===== src/rtl/setup_cap_pkg.sv =====
package setup_cap_pkg;
  localparam int unsigned REQ_BYTES = 8;
  localparam int unsigned CRC_BYTES = 2;
  localparam int unsigned PKT_BYTES = REQ_BYTES + CRC_BYTES;

  typedef enum logic {
    CAP_IDLE  = 1'b0,
    CAP_ARMED = 1'b1
  } cap_state_e;
endpackage


===== src/rtl/setup_cap_fifo.sv =====
module setup_cap_fifo #(
  parameter int unsigned WIDTH = 8,
  parameter int unsigned DEPTH = 10,
  localparam int unsigned PTR_W = (DEPTH > 1) ? $clog2(DEPTH) : 1,
  localparam int unsigned CNT_W = $clog2(DEPTH + 1)
) (
  input  logic             clk,
  input  logic             rst_n,
  input  logic             flush,
  input  logic             push,
  input  logic [WIDTH-1:0] din,
  input  logic             pop,
  output logic [WIDTH-1:0] dout,
  output logic [CNT_W-1:0] count
);
  logic [WIDTH-1:0] mem_q [DEPTH];
  logic [PTR_W-1:0] wr_q, wr_d, rd_q, rd_d;
  logic [CNT_W-1:0] cnt_q, cnt_d;
  logic             do_push, do_pop;

  function automatic logic [PTR_W-1:0] ptr_inc(input logic [PTR_W-1:0] p);
    if (p == PTR_W'(DEPTH - 1)) return '0;
    return p + 1'b1;
  endfunction

  assign do_pop  = pop && (cnt_q != '0) && !flush;
  assign do_push = push && !flush && ((cnt_q != CNT_W'(DEPTH)) || do_pop);

  always_comb begin
    wr_d  = wr_q;
    rd_d  = rd_q;
    cnt_d = cnt_q;
    if (flush) begin
      wr_d  = '0;
      rd_d  = '0;
      cnt_d = '0;
    end else begin
      if (do_push) wr_d = ptr_inc(wr_q);
      if (do_pop)  rd_d = ptr_inc(rd_q);
      case ({do_push, do_pop})
        2'b10:   cnt_d = cnt_q + 1'b1;
        2'b01:   cnt_d = cnt_q - 1'b1;
        default: cnt_d = cnt_q;
      endcase
    end
  end

  always_ff @(posedge clk or negedge rst_n) begin
    if (!rst_n) begin
      wr_q  <= '0;
      rd_q  <= '0;
      cnt_q <= '0;
    end else begin
      wr_q  <= wr_d;
      rd_q  <= rd_d;
      cnt_q <= cnt_d;
    end
  end

  for (genvar g = 0; g < DEPTH; g++) begin : g_slot
    logic slot_we;
    assign slot_we = do_push && (wr_q == PTR_W'(g));
    always_ff @(posedge clk or negedge rst_n) begin
      if (!rst_n)       mem_q[g] <= '0;
      else if (slot_we) mem_q[g] <= din;
    end
  end

  assign dout  = mem_q[rd_q];
  assign count = cnt_q;
endmodule


===== src/rtl/setup_cap_seq.sv =====
module setup_cap_seq
  import setup_cap_pkg::*;
#(
  parameter int unsigned PKT = 10,
  localparam int unsigned BC_W = $clog2(PKT + 2)
) (
  input  logic       clk,
  input  logic       rst_n,
  input  logic       soft_rst,
  input  logic       tok_stb,
  input  logic       tok_setup,
  input  logic       rx_stb,
  input  logic       rx_end,
  output logic       flush,
  output logic       push,
  output logic       first_byte,
  output logic       complete,
  output logic       ack_stb
);
  cap_state_e      st_q, st_d;
  logic [BC_W-1:0] bc_q, bc_d;
  logic            ack_q, ack_d;
  logic            armed, byte_ok, end_ok, setup_tok;

  assign armed     = (st_q == CAP_ARMED);
  assign setup_tok = tok_stb && tok_setup;
  assign byte_ok   = !soft_rst && !tok_stb && rx_stb && armed;
  assign end_ok    = !soft_rst && !tok_stb && !rx_stb && rx_end && armed;

  assign flush      = soft_rst || setup_tok;
  assign push       = byte_ok && (bc_q < BC_W'(PKT));
  assign first_byte = byte_ok && (bc_q == '0);
  assign complete   = end_ok && (bc_q == BC_W'(PKT));

  always_comb begin
    st_d  = st_q;
    bc_d  = bc_q;
    ack_d = end_ok;
    if (soft_rst) begin
      st_d = CAP_IDLE;
      bc_d = '0;
    end else if (tok_stb) begin
      st_d = setup_tok ? CAP_ARMED : CAP_IDLE;
      bc_d = '0;
    end else if (byte_ok) begin
      if (bc_q != BC_W'(PKT + 1)) bc_d = bc_q + 1'b1;
    end else if (end_ok) begin
      st_d = CAP_IDLE;
    end
  end

  always_ff @(posedge clk or negedge rst_n) begin
    if (!rst_n) begin
      st_q  <= CAP_IDLE;
      bc_q  <= '0;
      ack_q <= 1'b0;
    end else begin
      st_q  <= st_d;
      bc_q  <= bc_d;
      ack_q <= ack_d;
    end
  end

  assign ack_stb = ack_q;
endmodule


===== src/rtl/setup_cap_status.sv =====
module setup_cap_status #(
  parameter int unsigned EP_W = 4
) (
  input  logic            clk,
  input  logic            rst_n,
  input  logic            soft_rst,
  input  logic            setup_tok,
  input  logic [EP_W-1:0] tok_ep,
  input  logic            first_byte,
  input  logic            dir_bit,
  input  logic            complete,
  input  logic            evt_clr,
  output logic [EP_W-1:0] ep,
  output logic            is_in,
  output logic            evt
);
  logic [EP_W-1:0] ep_q, ep_d;
  logic            in_q, in_d, evt_q, evt_d;
  logic            ep_en, in_en;

  assign ep_en = soft_rst || setup_tok;
  assign in_en = soft_rst || setup_tok || first_byte;

  always_comb begin
    ep_d  = soft_rst ? '0 : tok_ep;
    in_d  = (soft_rst || setup_tok) ? 1'b0 : dir_bit;
    if (soft_rst)      evt_d = 1'b0;
    else if (complete) evt_d = 1'b1;
    else if (evt_clr)  evt_d = 1'b0;
    else               evt_d = evt_q;
  end

  always_ff @(posedge clk or negedge rst_n) begin
    if (!rst_n) begin
      ep_q  <= '0;
      in_q  <= 1'b0;
      evt_q <= 1'b0;
    end else begin
      if (ep_en) ep_q <= ep_d;
      if (in_en) in_q <= in_d;
      evt_q <= evt_d;
    end
  end

  assign ep    = ep_q;
  assign is_in = in_q;
  assign evt   = evt_q;
endmodule


===== src/rtl/setup_capture.sv =====
module setup_capture
  import setup_cap_pkg::*;
#(
  parameter int unsigned EP_W  = 4,
  parameter int unsigned BYTES = PKT_BYTES,
  localparam int unsigned CNT_W = $clog2(BYTES + 1)
) (
  input  logic            clk,
  input  logic            rst_n,
  input  logic            tok_stb,
  input  logic            tok_setup,
  input  logic [EP_W-1:0] tok_ep,
  input  logic            rx_stb,
  input  logic [7:0]      rx_byte,
  input  logic            rx_end,
  output logic            ack_stb,
  output logic [7:0]      cpu_data,
  output logic            cpu_have,
  output logic            cpu_is_in,
  output logic [EP_W-1:0] cpu_ep,
  output logic            cpu_event,
  output logic            irq,
  input  logic            cpu_pop,
  input  logic            cpu_irq_clr,
  input  logic            cpu_reset
);
  logic             flush, push, first_byte, complete, evt;
  logic [CNT_W-1:0] fill_cnt;

  setup_cap_seq #(.PKT(BYTES)) u_seq (
    .clk        (clk),
    .rst_n      (rst_n),
    .soft_rst   (cpu_reset),
    .tok_stb    (tok_stb),
    .tok_setup  (tok_setup),
    .rx_stb     (rx_stb),
    .rx_end     (rx_end),
    .flush      (flush),
    .push       (push),
    .first_byte (first_byte),
    .complete   (complete),
    .ack_stb    (ack_stb)
  );

  setup_cap_fifo #(.WIDTH(8), .DEPTH(BYTES)) u_fifo (
    .clk   (clk),
    .rst_n (rst_n),
    .flush (flush),
    .push  (push),
    .din   (rx_byte),
    .pop   (cpu_pop),
    .dout  (cpu_data),
    .count (fill_cnt)
  );

  setup_cap_status #(.EP_W(EP_W)) u_stat (
    .clk        (clk),
    .rst_n      (rst_n),
    .soft_rst   (cpu_reset),
    .setup_tok  (tok_stb && tok_setup),
    .tok_ep     (tok_ep),
    .first_byte (first_byte),
    .dir_bit    (rx_byte[7]),
    .complete   (complete),
    .evt_clr    (cpu_irq_clr),
    .ep         (cpu_ep),
    .is_in      (cpu_is_in),
    .evt        (evt)
  );

  assign cpu_have  = (fill_cnt != '0);
  assign cpu_event = evt;
  assign irq       = evt;
endmodule


===== config.mk =====
export PLATFORM = sky130hd
export DESIGN_NAME = setup_capture
export DESIGN_NICKNAME = d
export VERILOG_FILES = /design/src/rtl/setup_cap_pkg.sv /design/src/rtl/setup_cap_fifo.sv /design/src/rtl/setup_cap_seq.sv /design/src/rtl/setup_cap_status.sv /design/src/rtl/setup_capture.sv
export SDC_FILE = /design/constraint.sdc
export NUM_CORES = 1
export LEC_CHECK = 0
export BUFFER_PORTS_ARGS = -buffer_cell sky130_fd_sc_hd__buf_4
export CAP_MARGIN = 20
export CORE_ASPECT_RATIO = 2
export CORE_MARGIN = 1.5
export CORE_UTILIZATION = 50
export DETAILED_ROUTE_END_ITERATION = 8
export GPL_ROUTABILITY_DRIVEN = 1
export GPL_TIMING_DRIVEN = 0
export HOLD_SLACK_MARGIN = 0.03
export PLACE_DENSITY = 0.77
export SYNTH_ARGS = -nofsm -noshare
export SYNTH_HDL_FRONTEND = slang
export SYNTH_HIERARCHICAL = 1
export SYNTH_SLANG_ARGS = --single-unit

===== constraint.sdc =====
create_clock -name clk -period 3.5 [get_ports clk]
set_clock_uncertainty 0.1 [all_clocks]
set_input_delay 0.7 -clock clk [delete_from_list [all_inputs] [get_ports clk]]
set_output_delay 0.7 -clock clk [all_outputs]
set_load 0.05 [all_outputs]

-- Word-level counts from Yosys, hierarchy flattened
Cells that the tools add are included.
- $add $sub $neg: 5
- order comparisons: 2
- equality and inequality tests: 16
- muxes and demuxes: 33
- bitwise logic cells: 1
- reductions and logical operators: 43
- operators by type and width (operator ; number):
    two-way mux 4 bit ; 14
    binary-select mux 8 bit (select 4 bit) ; 1
    logical AND 1 bit ; 24
    adder 4 x 1 -> 4 bit, second input constant ; 4
    equality test 4 x 3 -> 1 bit, second input constant ; 4
    equality test 4 bit, second input constant ; 4
    two-way mux 8 bit ; 2
    two-way mux 1 bit ; 15
    nonzero test 3 bit ; 5
    equality test 4 x 2 -> 1 bit, second input constant ; 2
    logical NOT 4 bit ; 2
    inequality test 4 bit, second input constant ; 2
    case mux 4 bit (2 select lines) ; 1
    >= comparator 5 bit, second input constant ; 1
    inverter 4 -> 5 bit ; 1
    equality test 4 x 1 -> 1 bit, second input constant ; 1
    logical NOT 1 bit ; 4
    less-than comparator 4 bit, second input constant ; 1
    AND reduction 2 bit ; 2
    nonzero test 2 bit ; 2
    nonzero test 4 bit ; 1
    subtractor 4 x 1 -> 4 bit, second input constant ; 1
    logical OR 1 bit ; 3
    inequality test 3 bit, second input constant ; 1
    other kinds (2) ; 2
- flip-flop bits (word level): 104
- input port bits: 21
- output and inout port bits: 17
- logic and storage cells: 119

-- Logic depth before layout (Yosys ltp)
- depth after elaboration: 12
- depth in mapped cells: 10
- gate-level depth less buffers: 9

-- By module
The synthesis kept the hierarchy.
- by module, submodules not included (module ; times used ; cells an instance ; area an instance (µm²) ; sequential area each (µm²)):
    setup_cap_fifo ; 1 ; 317 ; 4653.2 ; 2302.2
    setup_cap_seq ; 1 ; 38 ; 381.6 ; 150.1
    setup_cap_status ; 1 ; 20 ; 246.5 ; 150.1
    setup_capture ; 1 ; 3 ; 21.3 ; 0.0

-- Worst setup path after synthesis
Ideal clock, no wire load.
- path kind: input -> register
- start point: input cpu_reset
- end point: register u_fifo.cnt_q[3], in the netlist u_fifo/count[3]
- library setup time: 0.128 ns
- data arrival time: 2.758 ns
- required time: 3.272 ns
- path slack: 0.514 ns
- stages on the path: 9
- path buffers: 0
- cell sequence: and4bb_4 and2_1 or2_1 nor2_1 ha_1 a21o_1 a21oi_1 mux2i_1 mux2_1
- cells in the longest elaborated chain, start to end: 10
- elaborated cells on any way between the ends: 16
- classes of those cells: eq/ne (2); mux (2); reduce/logical (12)
- ends and longest elaborated chain (element ; RTL line ; RTL):
    start: declaration ; setup_capture.sv:25 ; input logic cpu_reset
    logical NOT 1 bit (*) ; setup_cap_seq.sv:27 ; assign byte_ok = !soft_rst && !tok_stb && rx_stb && armed;
    logical AND 1 bit (*) (3 in a row) ; setup_cap_seq.sv:27 ;
    logical AND 1 bit (*) ; setup_cap_seq.sv:31 ; assign push = byte_ok && (bc_q < BC_W'(PKT));
    net push ; setup_capture.sv:27 ; logic flush, push, first_byte, complete, evt;
    logical AND 1 bit (*) (2 in a row) ; setup_cap_fifo.sv:27 ; assign do_push = push && !flush && ((cnt_q != CNT_W'(DEPTH)) || do_pop);
    equality test 2 x 1 -> 1 bit / equality test 2 bit (equally long branches) ; setup_cap_fifo.sv:40 ; case ({do_push, do_pop})
    case mux 4 bit (2 select lines) ; setup_cap_fifo.sv:40 ;
    two-way mux 4 bit ; setup_cap_fifo.sv:33 ; if (flush) begin
    end signal: assignment ; setup_cap_fifo.sv:56 ; cnt_q <= cnt_d;
    end: declaration ; setup_cap_fifo.sv:18 ; logic [CNT_W-1:0] cnt_q, cnt_d;
The timed path passes the listed nets; every way through them passes the cells marked *.
A chain may end at the register's enable or synchronous reset.

-- Final worst setup path
- start point: register u_fifo.rd_q[0]
- end point: output cpu_data[7]
- cells in the longest elaborated chain, start to end: 4
- ends and longest elaborated chain (element ; RTL line ; RTL):
    start: declaration ; setup_cap_fifo.sv:17 ; logic [PTR_W-1:0] wr_q, wr_d, rd_q, rd_d;
    start signal: assignment ; setup_cap_fifo.sv:55 ; rd_q <= rd_d;
    inverter 4 -> 5 bit (not written as such) ; setup_cap_fifo.sv:69 ; assign dout = mem_q[rd_q];
    binary-select mux 8 bit (select 4 bit) ; setup_cap_fifo.sv:69 ;
    two-way mux 8 bit (not written as such) (2 in a row) ; setup_cap_fifo.sv:69 ;
    end: declaration ; setup_capture.sv:17 ; output logic [7:0] cpu_data,
No other way between the ends. The select of a mux whose other input is x is not followed.

==> qor.txt <==
1st-iter DRT viols: 262
first-pass GRT wire length: 17,900 um
hpwl dp: 7520 um
Post-Route WL: 11,000 um
Leak: 2.87 nW
CTS max path bufs: 2
final hold vios: 0
hold_buf cts: 0
syn_area_per_cell: 14.0 sq um
I/O Buffers: 30
antenna-violating nets left: 0
Ports: 38
top-area cell type share of the netlist area: 49.1%
flops & latches, synth: 104
Yosys warning total: 6
post-route cell area: 6060 sq um
Syn Std Cell Area: 5300 sq um
Hold/Removal Path Class: primary input to asynchronous set/reset pin
clk root buf: clkbuf_16
Largest stage delay, worst path: 0.53 ns
router iterations before antenna repair: 4
Max Cap Violations: 0
top cells by area, synth: dfrtp_1, mux2_2, mux2_4
largest area contributor in the netlist: dfrtp_1
initial antenna violation count: 0
PD cells: 428 nW/um^2
vias in the first global route: 3,363
fin nets: 449
main flop type after synthesis: dfrtp_1
Post-CTS Setup Inserts: 0
Yosys cell types: 51
min Tclk post-route: 3.19 ns
WP buf/inv: 3
Max IR drop VDD: 249 uV
Fmax achieved: 0.313 GHz
largest family of logic cells by synthesized area: multiplexers
cts bufs inserted: 9
most used cell, CP: buf_4
Post-Syn Nets: 407
grt ovf: 0
post-cts resize count: 0
Synth Area in Adders: 2.03%
Post-synth ARST share: 100%
WL/cell: 19.5 um
mux cell area share after synthesis: 31.0%
GP Congestion: 0.845
CTS Sinks: 104
xor-xnor portion of the synthesized cell area: 0.330%
Compound-Gate Fraction of Synth Area: 5.14%
Final Cycle Share: 91.2%
cell area after placement: 5730 sq um
setup TNS: 0 ns
WP data required: 2.70 ns
Seq/Total Area, Yosys: 49.1%
Post-synth top cells: dfrtp_1, mux2_2, mux2_4
Critical Path Start Type: flop
setup violators final: 0
Worst-Skew Late Latency: 0.34 ns
CTS tree: built
Initial Util: 50.9%
GRT Overall Usage: 21.6%
Post-Synth Simple-Gate Area: 9.20%
Syn Inst Count: 378
most common cell in the netlist: dfrtp_1
nature of the critical path endpoint: output pin
DR vias: 3,279
DIE WIDTH: 75.8 um
vias per cell: 5.83
Post-synth EDFFs: 0
status: complete, no violations
Site Rows: 53
CTS clk-pin slew, worst paths: 0.07 ns
Final Max Slew Viols: 0
Crit Path Max Fanout: 10
Die Area: 11,300 sq um
Core Region: 10,400 sq um
H-tree depth: 3
largest net degree at the start of global routing: 74
final core utilization: 58.2%
layout cells sized above 1: 38.8%
kind of critical path: flop to output pin
n_diodes: 0
crit path DAT: 2.39 ns
layout filler cell count: 837
Slew HR: 38.8%
worst-margin pin slew: 0.918 ns
die height: 149 um
CP cell instances: buf_2 -> buf_4 -> mux4_2 -> mux2i_1 -> o22ai_1 -> buf_4
total power: 0.00260 W
highest-delay cell along the critical path: mux4_2
Area Growth Syn to Fin: 14.3%
unrepaired setup endpoints after global routing: false
family with the most delay on the worst path: buffers and inverters
DRC errors left: 0
worst paths after layout:
kind	from	endpoint	slack [ns]	cells after the start
min in group clk	u_fifo/mem_q[67]	u_fifo/mem_q[67]	0.40	1
worst min-delay path	rst_n	u_fifo/mem_q[64]	0.20	1
worst max register to register	u_fifo/count[1]	u_fifo/count[3]	0.52	9
worst max-delay path	u_fifo/rd_q[0]	cpu_data[7]	0.31	6
max in group asynchronous	rst_n	u_fifo/mem_q[31]	2.39	2
worst min register to register	u_fifo/mem_q[67]	u_fifo/mem_q[67]	0.40	1
kinds of logic after synthesis:
group	after synthesis
AND/OR/NAND/NOR	72
multiplexers	122
XOR/XNOR	2
buffers and inverters	32
adder cells (fa/ha/maj)	8
flip-flops	104
AO/OA/AOI/OAI	38
cells in the final DEF (no fill, tap or decap), types with 2 or more instances in the layout:
cell type,instances
o211ai_4,2
and2_1,3
o21ai_0,6
nand3_1,4
nor3_1,6
nor3b_4,2
nand2_1,7
o22ai_1,8
inv_1,6
nand2b_1,5
nor2_1,16
mux2i_1,25
buf_4,32
a21o_1,2
and3_1,3
buf_1,9
nor4_4,2
dfrtp_1,104
buf_2,5
clkbuf_1,5
mux2_1,4
nor2b_1,2
mux2_2,45
clkbuf_16,9
clkbuf_8,2
nand4_1,3
clkinv_2,2
a21oi_1,13
buf_6,5
mux2_4,32
ha_1,7
mux4_2,16
or3_1,7
nand3b_1,2
bufinv_16,2
layout make-up:
cell class	instances	area [sq um]	share of cell area (%)
well taps	137	171	2.83
inverters	6	22.5	0.372
clock inverters	5	78.8	1.30
repair buffers	31	253	4.17
flip-flops and latches	104	2600	43.0
multi-input cells	242	2530	41.7
plain buffers	26	149	2.46
clock buffers	11	253	4.17
per-stage QoR:
stage / hold WS (ns) / setup WS (ns) / cells
after floorplan: 0.304 / 0.514 / 378
after global placement: 0.363 / 0.109 / 545
after detailed placement: 0.383 / 0.0861 / 546
after CTS: 0.211 / 0.237 / 562
after global routing: 0.226 / 0.116 / 562
final: 0.201 / 0.307 / 562
per-layer routing:
metal	up-vias	track usage (%)	wire, um
li1	1473	-	-
met1	1699	26.7	4290
met2	79	36.0	5970
met3	28	3.79	370
met4	0	9.55	351
met5	-	0	0
where the power goes:
group / internal, W / switching [W] / total, W
Combinational: 0.000101 / 0.000167 / 0.000268
Clock: 0.000664 / 0.000428 / 0.00109
Sequential: 0.00122 / 0.0000140 / 0.00123
registers in the layout, summed over array words and instances, names as in the netlist:
| register | count |
|---|---|
| u_stat/ep | 4 |
| u_stat/evt | 1 |
| u_fifo/mem_q | 80 |
| u_fifo/wr_q | 4 |
| u_seq/ack_stb | 1 |
| u_fifo/count | 4 |
| u_stat/is_in | 1 |
| u_fifo/rd_q | 4 |
| u_seq/armed | 1 |
| u_seq/bc_q | 4 |
(Power assumes the default switching activity.)
